===== src/rtl/alarm_pkg.sv =====
package alarm_pkg;

    localparam int NFIELD  = 6;
    localparam int FIELD_W = 7;

    typedef logic [FIELD_W-1:0] fval_t;

    typedef struct packed {
        logic  en;
        fval_t val;
    } alm_field_t;

    typedef enum logic {
        IRQ_SINGLE = 1'b0,
        IRQ_PULSED = 1'b1
    } irq_mode_e;

    typedef struct packed {
        logic master_en;
        logic fout_on;
        logic on_batt;
        logic batt_ok;
    } gate_t;

    function automatic logic field_hit(alm_field_t a, fval_t now);
        return (!a.en) || (a.val == now);
    endfunction

    function automatic logic gate_open(gate_t g);
        return g.master_en && !g.fout_on && (!g.on_batt || g.batt_ok);
    endfunction

endpackage


===== src/rtl/alarm_match.sv =====
module alarm_match
    import alarm_pkg::*;
#(
    parameter int NF = NFIELD
) (
    input  alm_field_t [NF-1:0] alm,
    input  fval_t      [NF-1:0] now,
    output logic                any_en,
    output logic                all_hit
);
    logic [NF-1:0] hit_v;
    logic [NF-1:0] en_v;

    for (genvar i = 0; i < NF; i++) begin : g_field
        assign hit_v[i] = field_hit(alm[i], now[i]);
        assign en_v[i]  = alm[i].en;
    end

    assign any_en  = |en_v;
    assign all_hit = &hit_v;
endmodule


===== src/rtl/alarm_status.sv =====
module alarm_status (
    input  logic clk,
    input  logic rst,
    input  logic evt,
    input  logic sw_clr,
    input  logic rd_strobe,
    input  logic auto_clr,
    output logic flag
);
    logic clr_req;

    assign clr_req = sw_clr || (rd_strobe && auto_clr);

    always_ff @(posedge clk) begin
        if (rst)          flag <= 1'b0;
        else if (evt)     flag <= 1'b1;
        else if (clr_req) flag <= 1'b0;
    end
endmodule


===== src/rtl/alarm_pulse.sv =====
module alarm_pulse #(
    parameter int PULSE_CYCLES = 8192
) (
    input  logic clk,
    input  logic rst,
    input  logic fire,
    output logic active
);
    localparam int CNT_W = $clog2(PULSE_CYCLES + 1);
    localparam logic [CNT_W-1:0] LOAD = CNT_W'(PULSE_CYCLES);

    logic [CNT_W-1:0] cnt;

    always_ff @(posedge clk) begin
        if (rst)           cnt <= '0;
        else if (fire)     cnt <= LOAD;
        else if (cnt != 0) cnt <= cnt - CNT_W'(1);
    end

    assign active = (cnt != 0);
endmodule


===== src/rtl/calendar_alarm.sv =====
module calendar_alarm
    import alarm_pkg::*;
#(
    parameter int PULSE_CYCLES = 8192
) (
    input  logic       clk,
    input  logic       rst,
    input  logic       tick_1hz,
    input  logic [6:0] now_sec,
    input  logic [6:0] now_min,
    input  logic [6:0] now_hour,
    input  logic [6:0] now_date,
    input  logic [6:0] now_month,
    input  logic [6:0] now_wday,
    input  logic [7:0] alm_sec,
    input  logic [7:0] alm_min,
    input  logic [7:0] alm_hour,
    input  logic [7:0] alm_date,
    input  logic [7:0] alm_month,
    input  logic [7:0] alm_wday,
    input  logic       alarm_en,
    input  logic       pulse_mode,
    input  logic       auto_clr,
    input  logic       fout_active,
    input  logic       on_battery,
    input  logic       batt_alarm_en,
    input  logic       status_rd,
    input  logic       status_clr,
    output logic       alm_flag,
    output logic       irq_n
);
    alm_field_t [NFIELD-1:0] alm_v;
    fval_t      [NFIELD-1:0] now_v;
    gate_t                   gate;
    irq_mode_e               mode;
    logic                    any_en;
    logic                    all_hit;
    logic                    evt;
    logic                    pulse_on;

    // field order: 0 sec, 1 min, 2 hour, 3 date, 4 month, 5 weekday
    assign alm_v = {alm_wday, alm_month, alm_date, alm_hour, alm_min, alm_sec};
    assign now_v = {now_wday, now_month, now_date, now_hour, now_min, now_sec};

    assign gate = '{master_en: alarm_en, fout_on: fout_active,
                    on_batt: on_battery, batt_ok: batt_alarm_en};
    assign mode = irq_mode_e'(pulse_mode);

    alarm_match #(.NF(NFIELD)) u_match (
        .alm     (alm_v),
        .now     (now_v),
        .any_en  (any_en),
        .all_hit (all_hit)
    );

    assign evt = tick_1hz && gate_open(gate) && any_en && all_hit;

    alarm_status u_status (
        .clk       (clk),
        .rst       (rst),
        .evt       (evt),
        .sw_clr    (status_clr),
        .rd_strobe (status_rd),
        .auto_clr  (auto_clr),
        .flag      (alm_flag)
    );

    alarm_pulse #(.PULSE_CYCLES(PULSE_CYCLES)) u_pulse (
        .clk    (clk),
        .rst    (rst),
        .fire   (evt && (mode == IRQ_PULSED)),
        .active (pulse_on)
    );

    always_comb begin
        unique case (mode)
            IRQ_SINGLE: irq_n = !alm_flag;
            IRQ_PULSED: irq_n = !pulse_on;
            default:    irq_n = 1'b1;
        endcase
    end
endmodule


===== config.mk =====
export PLATFORM = sky130hd
export DESIGN_NAME = calendar_alarm
export DESIGN_NICKNAME = d
export VERILOG_FILES = /design/src/rtl/alarm_pkg.sv /design/src/rtl/alarm_match.sv /design/src/rtl/alarm_status.sv /design/src/rtl/alarm_pulse.sv /design/src/rtl/calendar_alarm.sv
export SDC_FILE = /design/constraint.sdc
export NUM_CORES = 1
export LEC_CHECK = 0
export BUFFER_PORTS_ARGS = -buffer_cell sky130_fd_sc_hd__buf_2
export CAP_MARGIN = 20
export CORE_MARGIN = 8
export CORE_UTILIZATION = 42
export CTS_CLUSTER_DIAMETER = 30
export DETAILED_ROUTE_END_ITERATION = 7
export PLACE_DENSITY = 0.95
export SYNTH_ARGS = -nofsm -noshare
export SYNTH_HDL_FRONTEND = slang
export SYNTH_SLANG_ARGS = --single-unit

===== constraint.sdc =====
create_clock -name clk -period 5.9 [get_ports clk]
set_clock_uncertainty 0.1 [all_clocks]
set_input_delay 0.59 -clock clk [delete_from_list [all_inputs] [get_ports clk]]
set_output_delay 0.59 -clock clk [all_outputs]
set_load 0.01 [all_outputs]

* Yosys cells after proc, flatten, opt, wreduce, memory -nomap -nowiden
Cells that the tools add are included.
Storage, ports and cells: output and inout bits 2, bits in writable memories 0, bits in read-only memories 0, input bits 101, bits in latches 0, register bits 15, memories 0
Cells by class: divide/modulo/power cells 0, equal/unequal tests 6, bitwise operators 1, reductions and logical operators 31, shift operators 0, muxes and demuxes 5, $add $sub $neg 1, $lt $le $gt $ge 0, $mul 0
Operators by type and width (number):
- 7-bit equality test | 6
- 14-bit 2-to-1 mux | 2
- 14-bit nonzero test | 1
- 14-bit by 1-bit subtractor with 14-bit output (second input constant) | 1
- 1-bit logical NOT | 10
- 1-bit logical OR | 8
- 1-bit logical AND | 7
- 6-bit AND reduction | 1
- 6-bit OR reduction | 1
- 2-bit nonzero test | 2
- 1-bit 2-to-1 mux | 2
- 1-bit case mux with 2 select lines | 1
- 2-bit OR reduction | 1
- 1-bit NOT | 1

* Longest topological paths before layout
depth after elaboration 8, gate-level depth with buffers 7, gate-level depth less buffers 7

* Hierarchy
A second synthesis with hierarchy kept.
Unflattened totals: cell total of the unflattened synthesis 157, area total of the unflattened synthesis 1351.3 um^2
Modules (own cells, without submodules):
- alarm_pulse | cells an instance 87, area each 754.5 um^2, instances 1, sequential area each 280.3 um^2
- alarm_match | cells an instance 59, area each 494.2 um^2, instances 1, sequential area each 0.0 um^2
- calendar_alarm | cells an instance 6, area each 65.1 um^2, instances 1, sequential area each 0.0 um^2
- alarm_status | cells an instance 5, area each 37.5 um^2, instances 1, sequential area each 20.0 um^2

* Worst setup path before layout
No wires, ideal clock.
path type register -> output, start register u_pulse.cnt[7], end output port irq_n, arrival 1.571 ns, slack 3.639 ns, required time 5.210 ns, path buffers 0, stages on the path, launching flop included 5, path through dfxtp_1 -> or4_4 -> nor2_1 -> nand4_1 -> mux2i_1
Between the ends: word-level cells in the longest chain between the ends 3
Ends and longest elaborated chain:
- from (decl) | RTL line alarm_pulse.sv:12 | logic [CNT_W-1:0] cnt;
- from (signal assigned) | RTL line alarm_pulse.sv:17 | else if (cnt != 0) cnt <= cnt - CNT_W'(1);
- 14-bit nonzero test | RTL line alarm_pulse.sv:20 | assign active = (cnt != 0);
- 1-bit logical NOT | RTL line calendar_alarm.sv:78 | IRQ_PULSED: irq_n = !pulse_on;
- 1-bit case mux with 2 select lines | RTL line calendar_alarm.sv:76 | unique case (mode)
- to (decl) | RTL line calendar_alarm.sv:30 | output logic irq_n
No other way between the ends.

* Final worst setup path
Same ends and word-level chain as after synthesis.

==> impl_results.md <==
* Tmin final at 2.806 ns
* Syn_area_per_cell at 8.636 µm²
* Hold Path Class: reg -> reg
* Post-synth cell types at 30
* GP Congestion at 0.8496
* Yosys warns at 0
* GR Overflow Total at 0
* Largest family of logic cells by synthesized area: XOR/XNOR gates
* Starting density of the core at about 44%
* Worst Hold Path EP: u_status.flag
* Clock share of power at 9.6%
* Mapped cell area at 1235 µm²
* Share of layout cells above drive strength 1 at 45.12%
* Area Overhead vs Synth at 45.69%
* Critical-path cell list: or4_4, nor2_1, nand4_1, mux2i_1, buf_2
* Final setup vio count at 0
* Number of global-route vias before repair at around 1600
* Net Sw Power at 0.0002477 W
* RSZ-0062 raised after global routing: no
* Hold Crit Depth at 2
* Total Routing Usage GR at between 10% and 20%
* Root Driver: clkbuf_4
* Post-CTS Setup Inserts at 0
* Final nets at 349
* Drt drc at 0
* Min-delay src: u_status.flag
* Util after Layout at between 60 and 70%
* Setup crit end kind: primary output
* Full die area at 4932 µm²
* CTS Hold Bufs at 0
* Worst-case clock buffer depth at 2
* Antenna Nets Post-Route at 0
* Net Count, Synth at between 200 and 250
* Adder-Cell Fraction of Synth Area at 1.013%
* Worst flop-to-flop path startpoint: u_pulse.cnt[7]
* Sequential fraction of design power at 30.0%
* VDD IR max at 236.7 µV
* Share of synthesized registers carrying an async set or reset at 0%
* Final cycle utilization of the critical path at a little under half
* Cts bufs inserted at 3
* Relative slew slack at 47.04%
* Final hold vios at 0
* Max FO, Critical Path at 9
* Final HPWL DP at about 3.4 mm
* Port bufs at between 100 and 150
* N_diodes at 0
* Seq/Total Area, Yosys at 24.32%
* I/O pin count at 103
* Die width at 70.23 µm
* Slew @ Worst Pin at about 0.79 ns
* Pwr Density at 336.1 nW/µm²
* Post-synth EDFFs at 0
* Main synth FF type: dfxtp_1
* Mux cell area share after synthesis at 1.722%
* FF+latch count, synth at 15
* R2r endpoint: u_pulse.cnt[13]
* TritonCTS clock tree: built
* Cell internal pwr at approximately 0.00036 W
* Clock Latency Late Sink at between 0.2 and 0.3 ns
* CP max stage cell: or4_4
* WL per Instance at 14.05 µm
* Iteration count of the initial detailed-routing pass at 4
* Setup CP Type: reg -> out
* Synth Area in Simple Gates at between 20% and 30%
* Die height at 70.23 µm
* LEAKAGE at approximately 0.83 nW
* Final max-slew violation count at 0
* Peak Freq at 356.3 MHz
* Worst EP required at 5.21 ns
* Startpoint Class: flip-flop
* Post_cts resized at 0
* Routed Wire Length at 3.893 mm
* CP arrival at approximately 2.1 ns
* H-tree Lvls at 1
* Post-Syn Instances at 143
* Worst-path clk slew at approximately 0.090 ns
* Core area at 2781 µm²
* Sw Share at 40.96%
* Min Hold Slack at 0.4296 ns
* Initial antenna violation count at 0
* Via density at 5.101
* Status: finished, final reports clean
* Max stage delay on crit path at 0.58 ns
* First-pass GRT wire length at 6.589 mm
* XOR/XNOR share of the synthesized area at 36.17%
* MaxCap Viol Count at 0
* # rows at 19
* FF-to-FF path depth at 6
* Area fraction in compound gates after synthesis at 7.903%
* Setup TNS at 0 ns
* 1st-iter DRT viols at 48
* Comb pwr share at 60.4%
* Via Count at between 1000 and 1500
* Flop2flop setup slack at 3.71 ns
* Largest net degree at the start of global routing at 18
* Sink Count at 15
-- registers in the layout (all words and copies together), names as in the netlist --
name,cells
u_pulse.cnt,14
u_status.flag,1
-- cells in the mapped netlist, types with 2 or more instances --
library cell | count | area, µm²
xor2_1 | 23 | 201.4
or4_4 | 2 | 22.52
o41ai_1 | 6 | 52.55
nand4b_1 | 2 | 17.52
nor3b_1 | 2 | 15.01
inv_1 | 2 | 7.510
nor3_1 | 15 | 75.07
o22ai_1 | 2 | 12.51
xnor2_1 | 28 | 245.2
a21oi_1 | 3 | 15.01
nor2b_1 | 2 | 12.51
nor2_1 | 7 | 26.28
nand2_1 | 4 | 15.01
dfxtp_1 | 15 | 300.3
clkbuf_1 | 2 | 7.510
nand3_1 | 2 | 10.01
nand4_1 | 11 | 68.82
nand3b_1 | 3 | 22.52
-- layout by cell type (no fill, tap or decap), types with 2 or more instances in the layout --
cell,netlist,layout
xnor2_1,28,28
nor3b_1,2,2
or4_4,2,2
nand4_1,11,11
nand4b_1,2,2
nand2_1,4,4
nand3b_1,3,3
o22ai_1,2,2
nor3_1,15,15
nand3_1,2,2
inv_1,2,2
nor2_1,7,7
o41ai_1,6,6
dfxtp_1,15,15
xor2_1,23,23
a21oi_1,3,3
clkbuf_4,0,3
buf_2,0,102
nor2b_1,2,2
-- worst max path at each step --
stage                        start        endpoint  slack [ns]  cells past startpoint
floorplan           u_pulse.cnt[7]           irq_n        3.64                      4
global placement       now_date[4]  u_pulse.cnt[5]        3.34                      7
detailed placement     now_date[0]  u_pulse.cnt[1]        3.23                      7
CTS                 u_pulse.cnt[7]           irq_n        3.10                      5
global route        u_pulse.cnt[2]           irq_n        2.85                      5
finish              u_pulse.cnt[7]           irq_n        3.09                      5
-- power by group through the flow --
stage	logic [W]	registers (W)	clock network (W)
floorplan	0.000280	0.000175	0
global placement	0.000352	0.000181	0
detailed placement	0.000363	0.000183	0
CTS	0.000367	0.000181	0.0000590
global route	0.000416	0.000189	0.0000657
finish	0.000365	0.000182	0.0000579
-- kinds of logic after synthesis --
family	Yosys count
AND/OR/NAND/NOR	56
XOR/XNOR	51
flip-flops	15
AO/OA/AOI/OAI	13
buffers and inverters	5
multiplexers	2
adder cells (fa/ha/maj)	1
-- cell type report --
type / instances / area (µm²)
repair buffers: 102 / 510.5
well taps: 31 / 38.79
flip-flops and latches: 15 / 300.3
inverters: 2 / 7.507
clock buffers: 4 / 26.28
fillers: 231 / 982.2
multi-input cells: 123 / 915.9
-- metal layers --
layer  part of all wire (%)  vias up  track usage, %  wire length [µm]
met1                     39      624           16.63              1529
met2                     51       57           27.97              1980
li1                       -      724               -                 -
met4                    2.0        0           5.134                79
met3                    7.8        8           4.802               303
met5                      0        -               0                 0
-- worst max-delay path, delay by kind of cell, from the launching register on --
family | cells | cell delay (ns)
AND/OR/NAND/NOR | 3 | 1.06
multiplexers | 1 | 0.26
flip-flops | 1 | 0.35
buffers and inverters | 1 | 0.16
-- per-stage QoR --
| stage | cells | power, W | setup slack, ns | cell area, µm² |
|---|---|---|---|---|
| 6_report | 277 | 0.0006047 | 3.094 | 1799 |
| 5_1_grt | 277 | 0.0006706 | 2.847 | 1799 |
| 4_1_cts | 277 | 0.0006070 | 3.096 | 1799 |
| 3_5_place_dp | 273 | 0.0005465 | 3.234 | 1773 |
| 3_3_place_gp | 273 | 0.0005323 | 3.335 | 1773 |
| 2_1_floorplan | 143 | 0.0004553 | 3.639 | 1235 |
No activity file was read; power rests on OpenSTA's default activity.
